`src/rtl/hbg_pkg.sv`:
```
`timescale 1ns/1ps
package hbg_pkg;
  // last side of a bridge that was driven on
  typedef enum logic [1:0] {
    SIDE_NONE = 2'd0,
    SIDE_HI   = 2'd1,
    SIDE_LO   = 2'd2
  } side_e;
endpackage

```
`src/rtl/hbg_rec_timer.sv`:
```
`timescale 1ns/1ps
// Free-running recovery phase: boundary pulse and on-window flag
module hbg_rec_timer #(
  parameter int PERIOD = 333,
  parameter int ON_LO  = 40,
  parameter int ON_HI  = 83
) (
  input  logic clk,
  input  logic rst_n,
  input  logic tick,
  input  logic duty_hi,
  output logic wrap,
  output logic in_on
);
  localparam int PW = (PERIOD > 1) ? $clog2(PERIOD) : 1;
  localparam logic [PW-1:0] LAST  = PW'(PERIOD - 1);
  localparam logic [PW-1:0] LIM_L = PW'(ON_LO);
  localparam logic [PW-1:0] LIM_H = PW'(ON_HI);

  logic [PW-1:0] phase;

  always_ff @(posedge clk or negedge rst_n) begin
    if (!rst_n)
      phase <= '0;
    else if (tick)
      phase <= (phase == LAST) ? '0 : phase + PW'(1);
  end

  assign wrap  = tick && (phase == LAST);
  assign in_on = duty_hi ? (phase < LIM_H) : (phase < LIM_L);
endmodule

```
`src/rtl/hbg_oc_gate.sv`:
```
`timescale 1ns/1ps
// Per-switch over-current permission with recovery windows
module hbg_oc_gate #(
  parameter int N = 9
) (
  input  logic         clk,
  input  logic         rst_n,
  input  logic         wrap,
  input  logic         in_on,
  input  logic [N-1:0] oc,
  input  logic [N-1:0] rec,
  output logic [N-1:0] allow
);
  // armed for recovery; set only at a period boundary
  logic [N-1:0] act;

  always_ff @(posedge clk or negedge rst_n) begin
    if (!rst_n)
      act <= '0;
    else if (wrap)
      act <= oc & rec;
    else
      act <= act & oc;
  end

  assign allow = ~oc | (act & {N{in_on}});
endmodule

```
`src/rtl/hbg_bridge.sv`:
```
`timescale 1ns/1ps
// One half bridge: conflict blocking and dead time between sides
module hbg_bridge
  import hbg_pkg::*;
#(
  parameter int DT = 300
) (
  input  logic clk,
  input  logic rst_n,
  input  logic tick,
  input  logic kill,
  input  logic req_hi,
  input  logic req_lo,
  output logic en_hi,
  output logic en_lo
);
  localparam int DW = (DT > 0) ? $clog2(DT + 1) : 1;
  localparam logic [DW-1:0] GAP_END = DW'(DT);

  logic [DW-1:0] gap;
  side_e         last;
  logic          gap_done, go_hi, go_lo;

  assign gap_done = (gap == GAP_END);
  assign go_hi = req_hi && !req_lo && !en_lo && (gap_done || last == SIDE_HI);
  assign go_lo = req_lo && !req_hi && !en_hi && (gap_done || last == SIDE_LO);

  always_ff @(posedge clk or negedge rst_n) begin
    if (!rst_n) begin
      en_hi <= 1'b0;
      en_lo <= 1'b0;
      gap   <= GAP_END;
      last  <= SIDE_NONE;
    end else if (kill) begin
      en_hi <= 1'b0;
      en_lo <= 1'b0;
      gap   <= '0;
      last  <= SIDE_NONE;
    end else begin
      en_hi <= go_hi;
      en_lo <= go_lo;
      if (en_hi || en_lo)
        gap <= '0;
      else if (tick && !gap_done)
        gap <= gap + DW'(1);
      if (go_hi)
        last <= SIDE_HI;
      else if (go_lo)
        last <= SIDE_LO;
    end
  end
endmodule

```
`src/rtl/hb_gate_ctrl.sv`:
```
`timescale 1ns/1ps
module hb_gate_ctrl #(
  parameter int          NB        = 3,
  parameter int          NH        = 3,
  parameter int          PERIOD    = 333,
  parameter int          ON_LO     = 40,
  parameter int          ON_HI     = 83,
  parameter int          DT_TICKS  = 300,
  parameter logic [31:0] PIN2_MASK = 32'h0000_0010
) (
  input  logic                clk,
  input  logic                rst_n,
  input  logic                tick_1us,
  input  logic                glob_off,
  input  logic [NB-1:0]       br_hs_cmd,
  input  logic [NB-1:0]       br_ls_cmd,
  input  logic [NH-1:0]       hso_cmd,
  input  logic [NB+NH-1:0]    pwm_sel,
  input  logic [1:0]          pwm_in,
  input  logic                duty_hi,
  input  logic [NB+NH-1:0]    rec_en,
  input  logic [2*NB+NH-1:0]  oc_flag,
  output logic [2*NB+NH-1:0]  en_out
);
  localparam int NOUT = NB + NH;
  localparam int NSW  = 2 * NB + NH;

  logic [NOUT-1:0] gate;
  logic [NSW-1:0]  cmd_sw, gate_sw, rec_sw, allow, req_sw;
  logic [NB-1:0]   br_hi, br_lo;
  logic [NH-1:0]   hso_q;
  logic            wrap, in_on;

  // per-output PWM gating, pin picked by mask
  for (genvar o = 0; o < NOUT; o++) begin : g_gate
    assign gate[o] = pwm_sel[o] ? (PIN2_MASK[o] ? pwm_in[1] : pwm_in[0]) : 1'b1;
  end

  assign cmd_sw = {hso_cmd, br_ls_cmd, br_hs_cmd};

  // map each switch to its output number
  for (genvar s = 0; s < NSW; s++) begin : g_map
    localparam int O = (s < NB) ? s : s - NB;
    assign gate_sw[s] = gate[O];
    assign rec_sw[s]  = rec_en[O];
  end

  hbg_rec_timer #(.PERIOD(PERIOD), .ON_LO(ON_LO), .ON_HI(ON_HI)) u_timer (
    .clk(clk), .rst_n(rst_n), .tick(tick_1us), .duty_hi(duty_hi),
    .wrap(wrap), .in_on(in_on)
  );

  hbg_oc_gate #(.N(NSW)) u_ocg (
    .clk(clk), .rst_n(rst_n), .wrap(wrap), .in_on(in_on),
    .oc(oc_flag), .rec(rec_sw), .allow(allow)
  );

  assign req_sw = cmd_sw & gate_sw & allow;

  for (genvar b = 0; b < NB; b++) begin : g_br
    hbg_bridge #(.DT(DT_TICKS)) u_br (
      .clk(clk), .rst_n(rst_n), .tick(tick_1us), .kill(glob_off),
      .req_hi(req_sw[b]), .req_lo(req_sw[NB+b]),
      .en_hi(br_hi[b]), .en_lo(br_lo[b])
    );
  end

  always_ff @(posedge clk or negedge rst_n) begin
    if (!rst_n)
      hso_q <= '0;
    else if (glob_off)
      hso_q <= '0;
    else
      hso_q <= req_sw[2*NB +: NH];
  end

  assign en_out = {hso_q, br_lo, br_hi} & {NSW{~glob_off}};
endmodule

```
`config.mk`:
```
export PLATFORM = sky130hd
export DESIGN_NAME = hb_gate_ctrl
export DESIGN_NICKNAME = d
export VERILOG_FILES = /design/src/rtl/hbg_pkg.sv /design/src/rtl/hbg_rec_timer.sv /design/src/rtl/hbg_oc_gate.sv /design/src/rtl/hbg_bridge.sv /design/src/rtl/hb_gate_ctrl.sv
export SDC_FILE = /design/constraint.sdc
export NUM_CORES = 1
export LEC_CHECK = 0
export CAP_MARGIN = 30
export CORE_ASPECT_RATIO = 0.7
export CORE_MARGIN = 10
export CORE_UTILIZATION = 61
export CTS_BUF_LIST = sky130_fd_sc_hd__clkbuf_2 sky130_fd_sc_hd__clkbuf_4 sky130_fd_sc_hd__clkbuf_8
export DETAILED_ROUTE_END_ITERATION = 10
export PLACE_DENSITY = 0.87
export SLEW_MARGIN = 20
export SYNTH_ARGS = -nofsm -noshare
export SYNTH_HDL_FRONTEND = slang
export SYNTH_SLANG_ARGS = --single-unit
export TNS_END_PERCENT = 50
```
`constraint.sdc`:
```
create_clock -name clk -period 4.2 [get_ports clk]
set_clock_uncertainty 0.15 [all_clocks]
set_input_delay 1.26 -clock clk [delete_from_list [all_inputs] [get_ports clk]]
set_output_delay 1.26 -clock clk [all_outputs]
set_load 0.02 [all_outputs]
```
Yosys cells after proc, flatten, opt, wreduce, memory -nomap -nowiden
Index checks and enable logic that the tools add are counted.
- register bits: 60
- logic and storage cells: 126
- add/sub/neg operators: 4
- magnitude comparators: 2
- equality and inequality tests: 10
- mux-type cells: 34
- bitwise gates (word level): 9
- reduce and logical (&&, ||, !) cells: 52
- operators with widths (cell ; count):
    $mux W9 ; 11
    $and A9 B9 Y9 ; 6
    $add A9 B1 Y9 const B ; 4
    $eq A9 B9 Y1 const B ; 4
    $logic_and A1 B1 Y1 ; 22
    $mux W2 ; 9
    $reduce_bool A3 Y1 ; 6
    $logic_not A1 Y1 ; 15
    $mux W1 ; 13
    $logic_or A1 B1 Y1 ; 9
    $lt A9 B6 Y1 const B ; 1
    $lt A9 B7 Y1 const B ; 1
    $not A9 Y9 ; 1
    $or A9 B9 Y9 ; 1
    $eq A2 B1 Y1 const B ; 3
    $eq A2 B2 Y1 const B ; 3
    $mux W3 ; 1
    $not A1 Y1 ; 1

Logic depth before layout (Yosys ltp)
- depth after elaboration: 12
- gate-level depth with buffers: 8
- mapped depth without buffers: 7

Modules after synthesis
From an unflattened synthesis, not the netlist that was laid out.
- cells, all modules: 365
- area, all modules: 3373.2 µm²
- modules (own cells, without submodules) (module ; instances ; cells an instance ; area each (µm²)):
    hbg_bridge ; 3 ; 78 ; 714.4
    hbg_rec_timer ; 1 ; 53 ; 515.5
    hbg_oc_gate ; 1 ; 47 ; 455.4
    hb_gate_ctrl ; 1 ; 31 ; 259.0

Worst setup path after synthesis
OpenSTA, ideal clock, no wires.
- kind: input to output
- from: input glob_off
- to: output en_out[0]
- arrival: 1.773 ns
- data required time: 2.790 ns
- slack: 1.017 ns
- stages on the path: 2
- path through: clkbuf_1 > nor2b_1
- longest elaborated chain between the ends: 2
- ends and longest elaborated chain (item ; line ; source):
    from (decl) ; hb_gate_ctrl.sv:14 ; input logic glob_off,
    $not A1 Y1 ; hb_gate_ctrl.sv:77 ; assign en_out = {hso_q, br_lo, br_hi} & {NSW{~glob_off}};
    $and A9 B9 Y9 ; hb_gate_ctrl.sv:77 ;
    to (decl) ; hb_gate_ctrl.sv:23 ; output logic [2*NB+NH-1:0] en_out
No other way between the ends.

Worst setup path in the final report
- from: input glob_off
- to: output en_out[5]
The elaborated chain is that of the path after synthesis.

==> impl_metrics.csv <==
group,metric,value,unit
logic_synthesis,muxShareOfSynthArea,0,
setup_path,r2r_start,"u_timer.phase[5]$_DFFE_PN0P_",
clock_tree,post_cts_resized,0,
logic_synthesis,synth_fp_nets,391,
floorplan,dieWidth,107.4,µm
logic_synthesis,yosys_warnings,0,
setup_path,r2r_end,"g_br[2].u_br.last[1]$_DFFE_PN0P_",
cells_and_area,antenna_cells,0,
setup_path,r2r_slack,1.96,ns
pwr,p_switching,386.4,µW
setup_path,critPathLaunchType,"primary input",
global_route,grt_overflow_total,0,
floorplan,core-area,5202,µm²
drt,vias_per_cell,5.698,
setup_path,worst_setup_path_end_kind,"output port",
drt,num_vias,2701,
clock_tree,cts_setup_buffers,0,
logic_synthesis,synth-simple-area-share,0.2556,
clock_tree,clock_sinks,60,
pwr,pwr-share-seq,0.488,
cells_and_area,syn_to_final_growth,22.52,%
logic_synthesis,synthCells,346,
global_route,track_usage,0.1835,
hold_path,hold_class,"flop to flop",
logic_synthesis,synth_top_family_by_area,"simple AND/OR/NAND/NOR gates",
cells_and_area,fin_nets,443,
global_route,antenna_found_initial,0,
logic_synthesis,avgSynthCellArea,9.424,µm²
floorplan,die_h,81.17,µm
clock_tree,cts_inserted_buffers,9,
floorplan,io_pins,46,
timing,min_period,4.077,ns
logic_synthesis,synth.distinct_cells,54,
timing,post-route-period-util,0.9707,
logic_synthesis,yosysTopAreaCellShare,0.3684,
setup_path,path_cells,"clkdlybuf4s50_1 -> buf_12 -> nor2b_1 -> clkdlybuf4s50_1",
timing,relSlewSlack,0.5607,
pwr,power_per_cell_area,342.9,nW/µm²
drt,routedWlPerCell,15.97,µm
logic_synthesis,syn-cell-area,3261,µm²
floorplan,die_area,8716,µm²
logic_synthesis,synth_edf_count,0,
pwr,p_int,983.6,µW
timing,slew_violations,0,
clock_tree,clk_path_buf_depth,2,
logic_synthesis,postSynth.asyncResetShare,1.000,
status,status,"complete, no violations",
drt,ant_nets,0,
timing,hold_viol,0,
timing,fmax,245.3,MHz
clock_tree,insertion_delay,0.34,ns
logic_synthesis,synth_xor_area_frac,0.06984,
clock_tree,htreeDepth,3,
timing,rsz0062_at_grt,"false",
hold_path,hold_depth,2,
clock_tree,cts_root_buffer,"clkbuf_8",
placed_design,dp_hpwl,5538,µm
logic_synthesis,synth_fa_ha_area_frac,0.03070,
cells_and_area,utilization,0.7679,
cells_and_area,drive_gt1_frac,0.1144,
drt,wl,7570,µm
clock_tree,cts_tree,"done",
setup_path,crit_type,"primary input to output port",
pwr,clock_power_share,0.360,
pwr,sw_frac_of_total,0.2820,
timing,setup_tns,0,ns
cells_and_area,final_cells,474,
drt,drtIter0Drc,196,
hold_path,hp-start,"u_ocg.act[3]$_DFF_PN0_",
drt,drt_first_pass_iters,4,
floorplan,fp-row-count,22,
setup_path,arrival,2.67,ns
global_route,grt_pass1_vias,2722,
setup_path,cp_slowest_cell,"clkdlybuf4s50_1",
global_route,grt_pass1_wl,12900,µm
placed_design,dp.cells,459,
logic_synthesis,synth-seq-cells,60,
setup_path,worst-path-buf-inv,3,
timing,final-setup-viol-count,0,
logic_synthesis,synth_ff_type,"dfrtp_1",
pwr,pwr-share-comb,0.152,
hold_path,min_to,"u_ocg.act[3]$_DFF_PN0_",
timing,tightest_slew,0.6589,ns
global_route,grt_max_degree,33,
logic_synthesis,ys_top_cells_by_area,"dfrtp_1 (37%), dfstp_2 (9.7%), xor2_1 (5.1%)",
pwr,ir_drop,0.2163,mV
placed_design,gp_congestion,0.8438,
flow_run,max_cap_violations,0,
setup_path,path_common_cell,"clkdlybuf4s50_1",
logic_synthesis,yosysTopAreaCell,"dfrtp_1",
setup_path,critPathTopFamily,"buffers and inverters",
floorplan,initial_core_util,0.6267,
setup_path,rr_worst_depth,5,
logic_synthesis,synth_compound_area_frac,0.1347,
placed_design,port_buffers,45,
setup_path,crit_fanout,19,
setup_path,cp.required,2.79,ns
setup_path,slowest_delay,0.63,ns
clock_tree,clk_pin_slew,0.07,ns
drt,post-route-drc-count,0,
pwr,p_leak,1.668,nW
logic_synthesis,ys_seq_area_frac,0.4651,
clock_tree,cts_hold_buf,0,
layer usage:
| layer | GRT usage | vias to the layer above | routed length [µm] |
|---|---|---|---|
| met5 | 0 | - | 0 |
| met4 | 0.05053 | 0 | 63 |
| met3 | 0.08300 | 11 | 601 |
| met2 | 0.2798 | 91 | 3324 |
| met1 | 0.2325 | 1303 | 3581 |
| li1 | - | 1296 | - |
worst max-delay path by stage:
| stage | startpoint | endpoint | slack [ns] | cells after the start |
|---|---|---|---|---|
| floorplan | glob_off | en_out[0] | 1.02 | 2 |
| global placement | glob_off | en_out[5] | 0.13 | 4 |
| detailed placement | glob_off | en_out[5] | 0.12 | 4 |
| CTS | glob_off | en_out[5] | 0.12 | 4 |
| global route | glob_off | en_out[5] | 0.08 | 4 |
| finish | glob_off | en_out[5] | 0.12 | 4 |
cell families after synthesis:
| logic type | after synthesis |
|---|---|
| AO/OA/AOI/OAI | 57 |
| XOR/XNOR | 26 |
| adder cells (fa/ha/maj) | 8 |
| buffers and inverters | 36 |
| flip-flops | 60 |
| AND/OR/NAND/NOR | 159 |
layout make-up:
cell class                 count  area, µm²
clock buffer                  14      186.4
clock inverter                 1      5.005
fill                         344       1207
sequential                    60       1516
inverter                      27      101.3
tap                           72      90.09
multi-input combinational    250       1600
timing repair buffer          50      495.5
synthesized netlist by cell type, types with 9 or more instances:
library cell and n:
xor2_1 19, a21boi_0 9, nor2_1 44, inv_1 25, a21oi_1 10, nand2_1 44, dfrtp_1 48, dfstp_2 12
nor2b_1 10, o21ai_0 10, nand4_1 9, nand3_1 11
stage by stage:
stage          setup slack [ns]  hold WS, ns  total power, mW  instance area, µm²
2_1_floorplan             1.017       0.3474           0.7885                3261
6_report                 0.1229       0.3876            1.370                3995
5_1_grt                 0.08190       0.4111            1.432                3995
3_3_place_gp             0.1337       0.3664           0.8722                3804
3_5_place_dp             0.1180       0.3762           0.8824                3804
4_1_cts                  0.1188       0.3863            1.379                3995
registers in the layout, summed over array words and instances, names as in the netlist:
signal and count:
hso_q 3, g_br.u_br.gap 27, g_br.u_br.en_hi 3, u_ocg.act 9, g_br.u_br.en_lo 3, g_br.u_br.last 6, u_timer.phase 9
power by group through the flow:
stage | Sequential, mW | Combinational [mW] | Clock [mW]
2_1_floorplan | 0.661 | 0.127 | 0
3_3_place_gp | 0.672 | 0.201 | 0
3_5_place_dp | 0.674 | 0.208 | 0
4_1_cts | 0.665 | 0.208 | 0.505
5_1_grt | 0.673 | 0.234 | 0.525
6_report | 0.668 | 0.209 | 0.493
tightest hold or removal path, cell delays in order, from the launching register on:
cell      delay [ns]
dfrtp_1         0.38
nand2_1         0.05
a21boi_0        0.07
placed cells by master, fill, tap and decap left out, drive strengths merged, types with 6 or more instances in the layout:
master,count
xnor2,7
clkdlybuf4s50,44
nand4,9
xor2,19
ha,8
nand3,11
dfstp,12
o21ai,11
a21boi,9
clkbuf,14
nor2b,10
nor2,44
nand2,44
inv,27
dfrtp,48
a21oi,10
buf,6
and4,6
No activity file was read; power rests on OpenSTA's default activity.
